$ cat config.mk
export PLATFORM = sky130hd
export DESIGN_NAME = img_diag_capture
export DESIGN_NICKNAME = d
export VERILOG_FILES = /design/src/rtl/imgcap_pkg.sv /design/src/rtl/req_pulse_timer.sv /design/src/rtl/raster_tracker.sv /design/src/rtl/pixel_fix.sv /design/src/rtl/diag_accum.sv /design/src/rtl/img_diag_capture.sv
export SDC_FILE = /design/constraint.sdc
export NUM_CORES = 1
export LEC_CHECK = 0
export ABC_AREA = 1
export BUFFER_PORTS_ARGS = -buffer_cell sky130_fd_sc_hd__buf_2
export CAP_MARGIN = 20
export CORE_UTILIZATION = 54
export CTS_BUF_LIST = sky130_fd_sc_hd__clkbuf_8
export DETAILED_ROUTE_END_ITERATION = 10
export PLACE_DENSITY = 0.79
export SYNTH_ARGS = -nofsm -noshare
export SYNTH_HDL_FRONTEND = slang
export SYNTH_HIERARCHICAL = 1
export SYNTH_SLANG_ARGS = --single-unit
export TNS_END_PERCENT = 5
$ cat constraint.sdc
create_clock -name clk -period 4.9 [get_ports clk]
set_input_delay 1.225 -clock clk [delete_from_list [all_inputs] [get_ports clk]]
set_output_delay 1.225 -clock clk [all_outputs]
set_load 0.005 [all_outputs]
$ cat src/rtl/imgcap_pkg.sv
package imgcap_pkg;

   typedef enum logic [1:0] {
      CAP_IDLE = 2'd0,
      CAP_REQ  = 2'd1,
      CAP_RECV = 2'd2,
      CAP_HOLD = 2'd3
   } cap_state_t;

   function automatic int unsigned div_ceil(input int unsigned num, input int unsigned den);
      return (num + den - 1) / den;
   endfunction

   function automatic int unsigned bits_for(input int unsigned n);
      return (n <= 1) ? 1 : $clog2(n);
   endfunction

endpackage

$ cat src/rtl/req_pulse_timer.sv
module req_pulse_timer #(
   parameter int unsigned PULSE_CYC = 5
) (
   input  logic clk,
   input  logic rst_n,
   input  logic run,
   output logic last
);
   localparam int unsigned CW = imgcap_pkg::bits_for(PULSE_CYC);

   generate
      if (PULSE_CYC < 1) begin : g_bad
         $error("req_pulse_timer: PULSE_CYC must be at least 1");
      end

      if (PULSE_CYC == 1) begin : g_single
         assign last = run;
      end else begin : g_count
         logic [CW-1:0] cnt_q;

         always_ff @(posedge clk or negedge rst_n) begin
            if (!rst_n) begin
               cnt_q <= '0;
            end else if (!run || last) begin
               cnt_q <= '0;
            end else begin
               cnt_q <= cnt_q + 1'b1;
            end
         end

         assign last = run && (cnt_q == CW'(PULSE_CYC - 1));
      end
   endgenerate

endmodule

$ cat src/rtl/raster_tracker.sv
module raster_tracker #(
   parameter int unsigned ROWS = 1024,
   parameter int unsigned COLS = 1024
) (
   input  logic clk,
   input  logic rst_n,
   input  logic step,
   output logic on_diag,
   output logic last_pix
);
   localparam int unsigned RW = imgcap_pkg::bits_for(ROWS);
   localparam int unsigned CW = imgcap_pkg::bits_for(COLS);
   localparam int unsigned IW = (RW > CW) ? RW : CW;

   logic [RW-1:0] row_q;
   logic [CW-1:0] col_q;
   logic          row_end;
   logic          col_end;

   assign col_end  = (col_q == CW'(COLS - 1));
   assign row_end  = (row_q == RW'(ROWS - 1));
   assign last_pix = row_end && col_end;
   assign on_diag  = (IW'(row_q) == IW'(col_q));

   always_ff @(posedge clk or negedge rst_n) begin
      if (!rst_n) begin
         row_q <= '0;
         col_q <= '0;
      end else if (!step) begin
         row_q <= '0;
         col_q <= '0;
      end else if (col_end) begin
         col_q <= '0;
         row_q <= row_end ? '0 : row_q + 1'b1;
      end else begin
         col_q <= col_q + 1'b1;
      end
   end

endmodule

$ cat src/rtl/pixel_fix.sv
module pixel_fix #(
   parameter int unsigned PIX_W = 10
) (
   input  logic [PIX_W-1:0] raw,
   output logic [PIX_W-1:0] fixed
);
   localparam logic [PIX_W-1:0] BAD_CODE = '1;

   always_comb begin
      if (raw == BAD_CODE) begin
         fixed = BAD_CODE - 1'b1;
      end else begin
         fixed = raw;
      end
   end

endmodule

$ cat src/rtl/diag_accum.sv
module diag_accum #(
   parameter int unsigned PIX_W = 10,
   parameter int unsigned SUM_W = 20
) (
   input  logic             clk,
   input  logic             rst_n,
   input  logic             clr,
   input  logic             add_en,
   input  logic [PIX_W-1:0] pix,
   output logic [SUM_W-1:0] sum
);
   always_ff @(posedge clk or negedge rst_n) begin
      if (!rst_n) begin
         sum <= '0;
      end else if (clr) begin
         sum <= '0;
      end else if (add_en) begin
         sum <= sum + SUM_W'(pix);
      end
   end

endmodule

$ cat src/rtl/img_diag_capture.sv
module img_diag_capture #(
   parameter int unsigned PIX_W         = 10,
   parameter int unsigned ROWS          = 1024,
   parameter int unsigned COLS          = 1024,
   parameter int unsigned SUM_W         = 20,
   parameter int unsigned CLK_PERIOD_NS = 10,
   parameter int unsigned REQ_NS        = 200
) (
   input  logic             clk,
   input  logic             rst_n,
   input  logic             start,
   input  logic             abort,
   input  logic [PIX_W-1:0] pix_in,
   output logic             frame_req_n,
   output logic             busy_rx,
   output logic             sum_ready,
   output logic [SUM_W-1:0] diag_sum
);
   import imgcap_pkg::*;

   localparam int unsigned REQ_CYC  = div_ceil(REQ_NS, CLK_PERIOD_NS);
   localparam int unsigned DIAG_LEN = (ROWS < COLS) ? ROWS : COLS;
   localparam int unsigned NEED_W   = PIX_W + bits_for(DIAG_LEN);

   generate
      if (PIX_W < 2) begin : g_chk_pix
         $error("img_diag_capture: PIX_W must be at least 2");
      end
      if (ROWS < 2 || COLS < 2) begin : g_chk_dim
         $error("img_diag_capture: ROWS and COLS must be at least 2");
      end
      if (SUM_W < NEED_W) begin : g_chk_sum
         $error("img_diag_capture: SUM_W too narrow for the diagonal sum");
      end
      if (CLK_PERIOD_NS == 0 || REQ_NS == 0) begin : g_chk_time
         $error("img_diag_capture: timing parameters must be nonzero");
      end
   endgenerate

   cap_state_t       state_q;
   cap_state_t       state_d;
   logic             req_last;
   logic             pix_last;
   logic             pix_diag;
   logic [PIX_W-1:0] pix_ok;
   logic [SUM_W-1:0] acc_sum;

   req_pulse_timer #(
      .PULSE_CYC(REQ_CYC)
   ) u_req_timer (
      .clk  (clk),
      .rst_n(rst_n),
      .run  (state_q == CAP_REQ),
      .last (req_last)
   );

   raster_tracker #(
      .ROWS(ROWS),
      .COLS(COLS)
   ) u_raster (
      .clk     (clk),
      .rst_n   (rst_n),
      .step    (state_q == CAP_RECV),
      .on_diag (pix_diag),
      .last_pix(pix_last)
   );

   pixel_fix #(
      .PIX_W(PIX_W)
   ) u_fix (
      .raw  (pix_in),
      .fixed(pix_ok)
   );

   diag_accum #(
      .PIX_W(PIX_W),
      .SUM_W(SUM_W)
   ) u_accum (
      .clk   (clk),
      .rst_n (rst_n),
      .clr   (state_q == CAP_REQ),
      .add_en((state_q == CAP_RECV) && pix_diag),
      .pix   (pix_ok),
      .sum   (acc_sum)
   );

   always_comb begin
      state_d = state_q;
      if (abort) begin
         state_d = CAP_IDLE;
      end else begin
         unique case (state_q)
            CAP_IDLE: if (start)    state_d = CAP_REQ;
            CAP_REQ:  if (req_last) state_d = CAP_RECV;
            CAP_RECV: if (pix_last) state_d = CAP_HOLD;
            CAP_HOLD: if (start)    state_d = CAP_REQ;
            default:                state_d = CAP_IDLE;
         endcase
      end
   end

   always_ff @(posedge clk or negedge rst_n) begin
      if (!rst_n) begin
         state_q <= CAP_IDLE;
      end else begin
         state_q <= state_d;
      end
   end

   assign frame_req_n = (state_q != CAP_REQ);
   assign busy_rx     = (state_q == CAP_RECV);
   assign sum_ready   = (state_q == CAP_HOLD);
   assign diag_sum    = sum_ready ? acc_sum : '1;

endmodule

==> results of run 1 <==
[metrics by stage]
| stage | std cells | power [W] | cell area, sq um | hold WS [ps] |
|---|---|---|---|---|
| 2_1_floorplan | 489 | 0.00103 | 3420 | 451 |
| 3_3_place_gp | 587 | 0.00118 | 3630 | 469 |
| 3_5_place_dp | 587 | 0.00120 | 3630 | 483 |
| 4_1_cts | 595 | 0.00145 | 3720 | 497 |
| 5_1_grt | 596 | 0.00157 | 3740 | 527 |
| 6_report | 596 | 0.00145 | 3740 | 492 |
[critical path, delay by kind of cell, from the launching register on]
| family | cells | cell delay, ps |
|---|---|---|
| adders and majority gates | 1 | 660 |
| and+or+nand+nor | 1 | 150 |
| buffers and inverters | 1 | 160 |
| DFF | 1 | 450 |
[registers in the layout (all words and copies together), names as in the netlist]
signal / count
u_accum/sum: 20
u_raster/col_q: 10
u_raster/row_q: 10
u_req_timer/g_count.cnt_q: 5
state_q: 2
[layout make-up]
class / count / area [sq um] / area share
Multi-Input combinational cell: 353 / 1900 / 0.507
Sequential cell: 47 / 1180 / 0.314
Inverter: 76 / 285 / 0.0762
Timing Repair Buffer: 37 / 200 / 0.0535
Tap cell: 75 / 93.8 / 0.0251
Clock buffer: 5 / 68.8 / 0.0184
Clock inverter: 3 / 23.8 / 0.00635
[cells by family after synthesis]
group	count (synthesis)	synth area share
AO/OA/AOI/OAI	41	0.0684
XOR/XNOR	18	0.0461
adder cells (fa/ha/maj)	18	0.0680
buffers and inverters	89	0.102
flip-flops	47	0.344
AND/OR/NAND/NOR	276	0.372
[layer usage]
layer | track usage | wire, um
met1 | 0.277 | 3280
met2 | 0.405 | 3280
met3 | 0.0400 | 180
met5 | 0 | 0
met4 | 0.0754 | 83
[Yosys cell counts]
| cell type | number | area (sq um) |
|---|---|---|
| a21boi_2 | 1 | 11.3 |
| a21o_1 | 1 | 7.51 |
| a21oi_1 | 19 | 95.1 |
| a21oi_2 | 1 | 8.76 |
| a22o_1 | 2 | 17.5 |
| a31oi_1 | 1 | 6.26 |
| and2_4 | 1 | 8.76 |
| buf_2 | 2 | 10.0 |
| buf_8 | 1 | 15.0 |
| clkbuf_1 | 10 | 37.5 |
| clkinv_1 | 1 | 3.75 |
| dfrtp_1 | 47 | 1180 |
| fa_1 | 1 | 20.0 |
| ha_1 | 17 | 213 |
| inv_1 | 72 | 270 |
| inv_2 | 3 | 11.3 |
| nand2_1 | 146 | 548 |
| nand2_2 | 11 | 68.8 |
| nand2_4 | 3 | 33.8 |
| nand3_1 | 32 | 160 |
| nand3_2 | 2 | 20.0 |
| nand3_4 | 1 | 17.5 |
| nand3b_1 | 3 | 22.5 |
| nand3b_2 | 1 | 11.3 |
| nand3b_4 | 2 | 40.0 |
| nand4_1 | 5 | 31.3 |
| nand4_2 | 1 | 12.5 |
| nor2_1 | 50 | 188 |
| nor2_2 | 7 | 43.8 |
| nor2_4 | 1 | 11.3 |
| nor3_1 | 7 | 35.0 |
| nor3b_1 | 1 | 7.51 |
| o21ai_0 | 11 | 55.1 |
| o21ai_1 | 2 | 10.0 |
| o21bai_1 | 3 | 22.5 |
| or2_2 | 2 | 12.5 |
| xnor2_1 | 6 | 52.6 |
| xor2_1 | 12 | 105 |
[worst min path at each step]
stage,from,end,cells after the start
floorplan,u_req_timer/g_count.cnt_q[0],u_req_timer/g_count.cnt_q[0],1
detailed placement,u_req_timer/g_count.cnt_q[0],u_req_timer/g_count.cnt_q[0],1
global route,u_req_timer/g_count.cnt_q[0],u_req_timer/g_count.cnt_q[0],1
CTS,u_req_timer/g_count.cnt_q[0],u_req_timer/g_count.cnt_q[0],1
finish,u_req_timer/g_count.cnt_q[0],u_req_timer/g_count.cnt_q[0],1
global placement,u_req_timer/g_count.cnt_q[0],u_req_timer/g_count.cnt_q[0],1
[where the power goes]
group | switching, W | total [W] | internal [W]
Combinational | 0.000427 | 0.000678 | 0.000251
Sequential | 0.0000665 | 0.000518 | 0.000452
Clock | 0.000146 | 0.000249 | 0.000102
Total | 0.000640 | 0.00145 | 0.000805
==> flow_summary_export.csv, run 1 <==
group,metric,value,unit
outcome,outcome,"complete, no violations",
sta,max_freq,337,MHz
layout,area_growth,9.47,%
setup_path,required,3670,ps
floorplanning,initial_utilization,0.568,
sta,post-route-min-period,2970,ps
pwr,peakVddDrop,0.280,mV
setup_path,crit_fanout,21,
detailed_routing,detail_route.wl_per_cell,11.4,um
detailed_routing,vias_per_cell,4.99,
sta,setup_violations,0,
layout,drive_above_1_share,0.157,
sta,setup_ws,1930,ps
layout,num-fill-cells,569,
setup_path,slowest_delay,660,ps
setup_path,startpoint,"state_q[0]",
global_routing,grt_max_degree,48,
flow_run,cap_viol_max_count,0,
detailed_routing,drt_iter0_markers,100,
detailed_routing,post-route-drc-count,0,
yosys,ys_types,38,
yosys,ys_seq_elements,47,
cts,htree_levels,2,
sta,period_share,0.605,
cts,insertion_delay,310,ps
detailed_routing,drt_first_pass_iters,4,
cts,ctsHoldBuffers,0,
floorplanning,die-area,0.00666,sq mm
yosys,syn-instance-count,489,
global_routing,antenna_found_initial,0,
layout,final_nets,552,
sta,tightestPinTransition,730,ps
cts,cts_setup_buffers,0,
detailed_routing,routed_wl,6.82,mm
min_path,worstHoldPathType,"reg2reg",
floorplanning,rows,28,
floorplanning,design.core.area,0.00603,sq mm
layout,final_core_util,0.621,
detailed_routing,via_count,2972,
sta,rsz0062_at_grt,"no",
yosys,yosysWarnings,6,
cts,cts_tree,"yes",
yosys,synth_nets,521,
setup_path,worstPathCellList,"ha_1 > nand2_1 > buf_2",
sta,drv_slew,0,
global_routing,grt_use_total,0.228,
global_routing,grt_first_pass_wirelength,11.7,mm
setup_path,end_kind,"output pin",
setup_path,crit_arrival,1740,ps
cts,cts_buffers,5,
cts,path_clk_slew,90,ps
pwr,power.density,386,mW/mm^2
yosys,avgSynthCellArea,7.00,sq um
floorplanning,die_h,81.6,um
yosys,synth.cell_area,0.00342,sq mm
yosys,yosysSeqAreaShare,0.344,
sta,max_slew_margin,0.513,
cts,cts_buffer_depth,2,
sta,finalHoldViolations,0,
cts,cts_resized,0,
setup_path,crit_slowest_cell,"ha_1",
placement,io_buffers,36,
setup_path,start_kind,"flop",
sta,fin_tns_setup,0,ps
setup_path,rr_startpoint,"state_q[0]",
global_routing,grt_pass1_vias,2810,
setup_path,regToRegEndpoint,"u_accum/sum[16]",
setup_path,endpoint,"diag_sum[19]",
cts,cts.sinks,47,
placement,hpwlAfterDp,5.10,mm
sta,fin_worst_skew,6.13,ps
setup_path,r2r_setup_slack,2580,ps
setup_path,path_class,"reg2out",
placement,dpl_worst_slack,1760,ps
layout,final_cell_mix,"146 x nand2_1, 72 x inv_1, 50 x nor2_1",
floorplanning,die_w,81.6,um
placement,place_congestion,0.846,
detailed_routing,drtAntennaViolNets,0,
pwr,p_leak,2.00,nW
layout,final_common_cell,"nand2_1",
global_routing,grt-ovfl-total,0,
layout,n_antenna_cell,0,
cts,cts_root_buffer,"clkbuf_8",
floorplanning,ioPinCount,37,
setup_path,ff2ff_path_depth,10,
Note: power is estimated with default switching activity, not from simulation.
==> run 2: changes to the inputs <==
Settings changed: ABC_AREA 1 to 0.
Clock period 4.9 ns to 3 ns, I/O delays scaled along.
==> run 2 against run 1 <==
Net effect:
- register-to-register slack worse by 2200 ps
- routed wire length shrank 0.15%
- non-clock buffer count rose by 16
- sequential power is 52% higher
- clock-buffer cell count up 2
==> flow_summary_export.csv, run 2 <==
group,metric,value,unit
floorplanning,initial_utilization,0.563,
layout,largest_register,"u_accum/sum",
setup_path,crit_fanout,5,
yosys,synth-simple-area-share,0.270,
setup_path,regToRegEndpoint,"u_accum/sum[19]",
setup_path,start_kind,"primary input",
yosys,synth_common_cells,"47 x dfrtp_1, 32 x nor2_1, 25 x nand2b_1, 17 x ha_1, 17 x xnor2_1",
sta,period_share,0.947,
layout,reg_top3,"u_accum/sum (20), u_raster/col_q (10), u_raster/row_q (10)",
detailed_routing,vias_per_cell,5.77,
global_routing,grtUsageMet2,0.392,
yosys,synth_xor_area_frac,0.0574,
global_routing,grt-ovfl-total,0,
global_routing,grt_use_total,0.226,
setup_path,worstPathCellList,"buf_2 > nand4_1 > o31a_1 > ha_1 > fa_1 > a211oi_1 > nor2_1 > o21ai_2 > a21oi_1 > mux2_1",
floorplanning,die-area,0.00653,sq mm
pwr,p_leak,1.61,nW
setup_path,crit_slowest_cell,"fa_1",
sta,fin_tns_setup,0,ps
pwr,power,0.00217,W
global_routing,grt_max_degree,33,
setup_path,slowest_delay,390,ps
cts,cts_root_buffer,"clkbuf_8",
layout,largest_register_ffs,20,
cts,cts_setup_buffers,0,
yosys,synth_edf_count,0,
layout,area_growth,11.6,%
yosys,synth.top_cells.by_area,"dfrtp_1 35%, ha_1 6.3%, nand2b_1 4.7%",
global_routing,met3_usage,0.0416,
yosys,ys_types,65,
setup_path,required,3180,ps
yosys,synth_nets,392,
detailed_routing,post-route-drc-count,0,
cts,htree_levels,2,
pwr,power.density,579,mW/mm^2
yosys,synth_compound_area_frac,0.152,
global_routing,antenna_found_initial,0,
placement,dpl_worst_slack,-158,ps
min_path,worstHoldPathType,"in2async",
cts,cts_resized,0,
setup_path,path_buf_inv,1,
floorplanning,rows,28,
global_routing,grt_first_pass_wirelength,11.4,mm
sta,tightestPinTransition,751,ps
yosys,yosysWarnings,6,
cts,path_clk_slew,90,ps
sta,max_slew_margin,0.499,
detailed_routing,routed_wl,6.81,mm
floorplanning,ioPinCount,37,
layout,final_cell_mix,"47 x dfrtp_1, 36 x buf_2, 32 x nor2_1",
detailed_routing,detail_route.wl_per_cell,14.4,um
yosys,synth.most_common_cell,"dfrtp_1",
setup_path,r2r_setup_slack,390,ps
floorplanning,die_w,80.8,um
floorplanning,design.core.area,0.00596,sq mm
yosys,syn-instance-count,360,
sta,fin_worst_skew,9.44,ps
yosys,synth_top_family_by_area,"simple AND/OR/NAND/NOR gates",
yosys,synth_fa_ha_area_frac,0.0694,
sta,setup_violations,0,
yosys,postSynth.asyncResetShare,1.00,
sta,drv_slew,0,
pwr,peakVddDrop,0.338,mV
floorplanning,die_h,80.8,um
placement,hpwlAfterDp,5.03,mm
sta,hold_ws,370,ps
setup_path,end_kind,"flop",
cts,cts_tree,"yes",
cts,cts_buffers,5,
layout,final_nets,428,
sta,finalHoldViolations,0,
yosys,synth.largest_area_cell,"dfrtp_1",
cts,insertion_delay,300,ps
placement,io_buffers,36,
yosys,yosysSeqAreaShare,0.350,
yosys,synthMuxAreaShare,0.0570,
global_routing,grt-busiest-layer,"met2",
yosys,avgSynthCellArea,9.32,sq um
global_routing,grt_pass1_vias,2482,
setup_path,path_delay_family,"compound AO/OA/AOI/OAI gates",
setup_path,path_class,"in2reg",
sta,max_freq,352,MHz
detailed_routing,drt_first_pass_iters,4,
cts,ctsHoldBuffers,0,
yosys,synth_top_area_share,0.350,
detailed_routing,drtAntennaViolNets,0,
setup_path,rr_startpoint,"u_raster/row_q[3]",
layout,final_common_cell,"dfrtp_1",
global_routing,grt_use_met1,0.286,
outcome,outcome,"complete, no violations",
layout,drive_above_1_share,0.224,
flow_run,cap_viol_max_count,0,
placement,place_congestion,0.859,
layout,final_core_util,0.629,
layout,n_antenna_cell,0,
cts,cts.sinks,47,
sta,post-route-min-period,2840,ps
sta,rsz0062_at_grt,"no",
yosys,synth_top_flop_cell,"dfrtp_1",
sta,setup_ws,159,ps
setup_path,ff2ff_path_depth,9,
detailed_routing,drt_iter0_markers,82,
setup_path,crit_arrival,3020,ps
yosys,ys_seq_elements,47,
detailed_routing,via_count,2723,
cts,cts_buffer_depth,2,
layout,num-fill-cells,519,
yosys,synth.cell_area,0.00336,sq mm
## run 2: cell count changes after synthesis, moves of 7 or more
| cell | delta |
|---|---|
| xor2_1 | -7 |
| a211oi_1 | +7 |
| and2_1 | +8 |
| nand2_2 | -11 |
| nor2b_1 | +11 |
| xnor2_1 | +11 |
| nand2b_1 | +25 |
| nand2_1 | -131 |
| nand4_1 | +8 |
| nand3_1 | -19 |
| inv_1 | -62 |
| nor2_1 | -18 |
## run 2: final cells by class
| type | count | area (sq um) | share of cell area |
|---|---|---|---|
| multi-input cells | 279 | 2030 | 0.542 |
| repair buffers | 53 | 308 | 0.0822 |
| well taps | 75 | 93.8 | 0.0251 |
| flip-flops and latches | 47 | 1180 | 0.314 |
| clock inverters | 1 | 3.75 | 0.00100 |
| inverters | 10 | 37.5 | 0.0100 |
| clock buffers | 7 | 96.3 | 0.0257 |
## run 2: power by group
part | leakage (nW) | internal (W) | switching (W)
Combinational | 0.904 | 0.000412 | 0.000553
Sequential | 0.650 | 0.000713 | 0.0000734
Clock | 0.0557 | 0.000207 | 0.000211
## run 2: kinds of logic (layout without fill, tap and decap cells)
logic type / Yosys count / count (layout)
flops: 47 / 47
xor+xnor: 22 / 22
buf+inv: 34 / 71
compound gates: 66 / 66
fa+ha+maj: 18 / 18
simple gates: 156 / 156
mux: 17 / 17
## run 2: worst register-to-register path: cells and delay by family (launching register included)
kind / cells / cell delay [ps]
mux: 1 / 360
buf+inv: 1 / 140
xor+xnor: 1 / 200
flops: 1 / 480
compound gates: 1 / 210
simple gates: 5 / 1110
## run 2: worst max path at each step
stage | start | end | slack (ps) | depth (start not counted)
after floorplan | pix_in[2] | u_accum/sum[10] | 150 | 9
after global placement | pix_in[2] | u_accum/sum[10] | -70 | 10
after detailed placement | pix_in[2] | u_accum/sum[16] | -160 | 10
after CTS | pix_in[8] | u_accum/sum[16] | 160 | 10
after global routing | pix_in[2] | u_accum/sum[8] | 40 | 11
final | pix_in[2] | u_accum/sum[16] | 160 | 10
## run 2: through the flow
| stage | area, sq um | cells |
|---|---|---|
| floorplan | 3360 | 360 |
| global placement | 3650 | 464 |
| detailed placement | 3650 | 464 |
| CTS | 3750 | 472 |
| global route | 3750 | 472 |
| finish | 3750 | 472 |
## run 2: routing by layer
layer | vias to the layer above | routed length [um]
li1 | 1352 | -
met1 | 1309 | 3100
met2 | 56 | 3390
met3 | 6 | 245
met4 | 0 | 72
met5 | - | 0
==> run 3: changes to the inputs <==
Settings changed: MAX_ROUTING_LAYER from default to met4, SKIP_CTS_REPAIR_TIMING from default to 1.
==> run 3 against run 2 <==
Net effect:
- sequential power hardly changed
- non-clock buffer count is the same
- first-iteration DRC count rose by 4.9%
- cell count unchanged
- global-route usage is 0.57 points higher
- maximum frequency rose by 0.32%
- register-to-register slack hardly changed
- worst setup slack gained 9.1 ps
- clock skew about the same
- cell area is the same
- clock power about the same
- via count down 0.70%
- largest cell class unchanged
- highest routed layer unchanged
==> flow_summary_export.csv, run 3 (synthesized netlist as in run 2, its figures left out) <==
group,metric,value,unit
sta,tightestPinTransition,763,ps
pwr,power.density,579,mW/mm^2
detailed_routing,via_count,2704,
setup_path,start_kind,"primary input",
detailed_routing,detail_route.wl_per_cell,14.4,um
layout,ff_latch_area,0.00118,sq mm
detailed_routing,drtAntennaViolNets,0,
setup_path,crit_fanout,5,
floorplanning,die-area,0.00653,sq mm
cts,htree_levels,2,
pwr,peakVddDrop,0.338,mV
sta,rsz0062_at_grt,"no",
global_routing,antenna_found_initial,0,
pwr,p_leak,1.61,nW
sta,max_freq,353,MHz
cts,insertion_delay,300,ps
setup_path,slowest_delay,390,ps
cts,cts_buffers,5,
placement,io_buffers,36,
sta,drv_slew,0,
detailed_routing,drt_first_pass_iters,4,
setup_path,crit_slowest_cell,"fa_1",
layout,largest_register,"u_accum/sum",
layout,final_cell_mix,"47 x dfrtp_1, 36 x buf_2, 32 x nor2_1",
flow_run,cap_viol_max_count,0,
layout,largest_register_ffs,20,
sta,post-route-min-period,2830,ps
setup_path,end_kind,"flop",
cts,cts_root_buffer,"clkbuf_8",
placement,hpwlAfterDp,5.03,mm
global_routing,grt_use_total,0.232,
sta,fin_worst_skew,9.04,ps
cts,cts_tree,"yes",
setup_path,path_class,"in2reg",
global_routing,grt_pass1_vias,2480,
setup_path,crit_arrival,3020,ps
floorplanning,die_w,80.8,um
detailed_routing,post-route-drc-count,0,
floorplanning,design.core.area,0.00596,sq mm
layout,multi_input_area,0.00203,sq mm
layout,final_common_cell,"dfrtp_1",
layout,num-fill-cells,519,
layout,final_core_util,0.629,
pwr,power,0.00217,W
sta,finalHoldViolations,0,
detailed_routing,drt_iter0_markers,86,
floorplanning,rows,28,
setup_path,worstPathCellList,"buf_2 > nand4_1 > o31a_1 > ha_1 > fa_1 > a211oi_1 > nor2_1 > o21ai_2 > a21oi_1 > mux2_1",
setup_path,required,3190,ps
global_routing,grt_max_degree,33,
layout,final_nets,428,
sta,setup_violations,0,
floorplanning,die_h,80.8,um
placement,place_congestion,0.873,
min_path,worstHoldPathType,"in2async",
layout,reg_top3,"u_accum/sum (20), u_raster/col_q (10), u_raster/row_q (10)",
floorplanning,initial_utilization,0.563,
global_routing,grt-ovfl-total,0,
layout,drive_above_1_share,0.224,
layout,area_growth,11.6,%
setup_path,r2r_setup_slack,390,ps
detailed_routing,vias_per_cell,5.73,
cts,path_clk_slew,90,ps
global_routing,grt_first_pass_wirelength,11.4,mm
detailed_routing,routed_wl,6.80,mm
cts,cts_buffer_depth,2,
floorplanning,ioPinCount,37,
sta,period_share,0.944,
sta,max_slew_margin,0.492,
layout,n_antenna_cell,0,
cts,cts.sinks,47,
outcome,outcome,"complete, no violations",
-- run 3: cell counts in the layout (fill, tap and decap cells not counted) --
Identical to the previous run, type by type.
-- run 3: through the flow --
stage               hold slack, ps  setup slack (ps)  cell area, sq um  TNS, ps  instances
global route                   377              39.4              3750        0        472
floorplan                      448               153              3360        0        360
detailed placement             466              -158              3650     -812        464
finish                         369               168              3750        0        472
global placement               465             -67.0              3650     -317        464
CTS                            375               162              3750        0        472
-- run 3: power breakdown --
| part | leakage (nW) | switching, W | total, W | internal, W |
|---|---|---|---|---|
| Clock | 0.0557 | 0.000212 | 0.000419 | 0.000207 |
| Combinational | 0.904 | 0.000553 | 0.000965 | 0.000412 |
| Sequential | 0.650 | 0.0000730 | 0.000786 | 0.000713 |
| Total | 1.61 | 0.000837 | 0.00217 | 0.00133 |
-- run 3: area by class of cell --
cell class | count | share of cell area
clock buffer | 7 | 0.0257
clock inverter | 1 | 0.00100
inverter | 10 | 0.0100
multi-input combinational | 279 | 0.542
sequential | 47 | 0.314
tap | 75 | 0.0251
timing repair buffer | 53 | 0.0822
-- run 3: worst max-delay path: cells and delay by family --
family,cells,cell delay (ps)
buffers and inverters,1,90
multiplexers,1,340
adder cells (fa/ha/maj),2,610
AND/OR/NAND/NOR,2,230
AO/OA/AOI/OAI,4,990
-- run 3: layer usage --
metal / track usage / part of all wire / up-vias
met5: - / 0 / -
met1: 0.286 / 0.46 / 1292
met2: 0.392 / 0.49 / 51
li1: - / - / 1353
met4: 0.0643 / 0.013 / 0
met3: 0.0382 / 0.029 / 8
-- run 3: final timing paths --
check	start	endpoint	depth (start not counted)
max	pix_in[8]	u_accum/sum[16]	10
min	rst_n	u_accum/sum[2]	1
max reg2reg	u_raster/row_q[3]	u_accum/sum[19]	9
min reg2reg	u_req_timer/g_count.cnt_q[0]	u_req_timer/g_count.cnt_q[0]	1
max in group asynchronous	rst_n	u_raster/row_q[1]	2
min in group clk	u_req_timer/g_count.cnt_q[0]	u_req_timer/g_count.cnt_q[0]	1
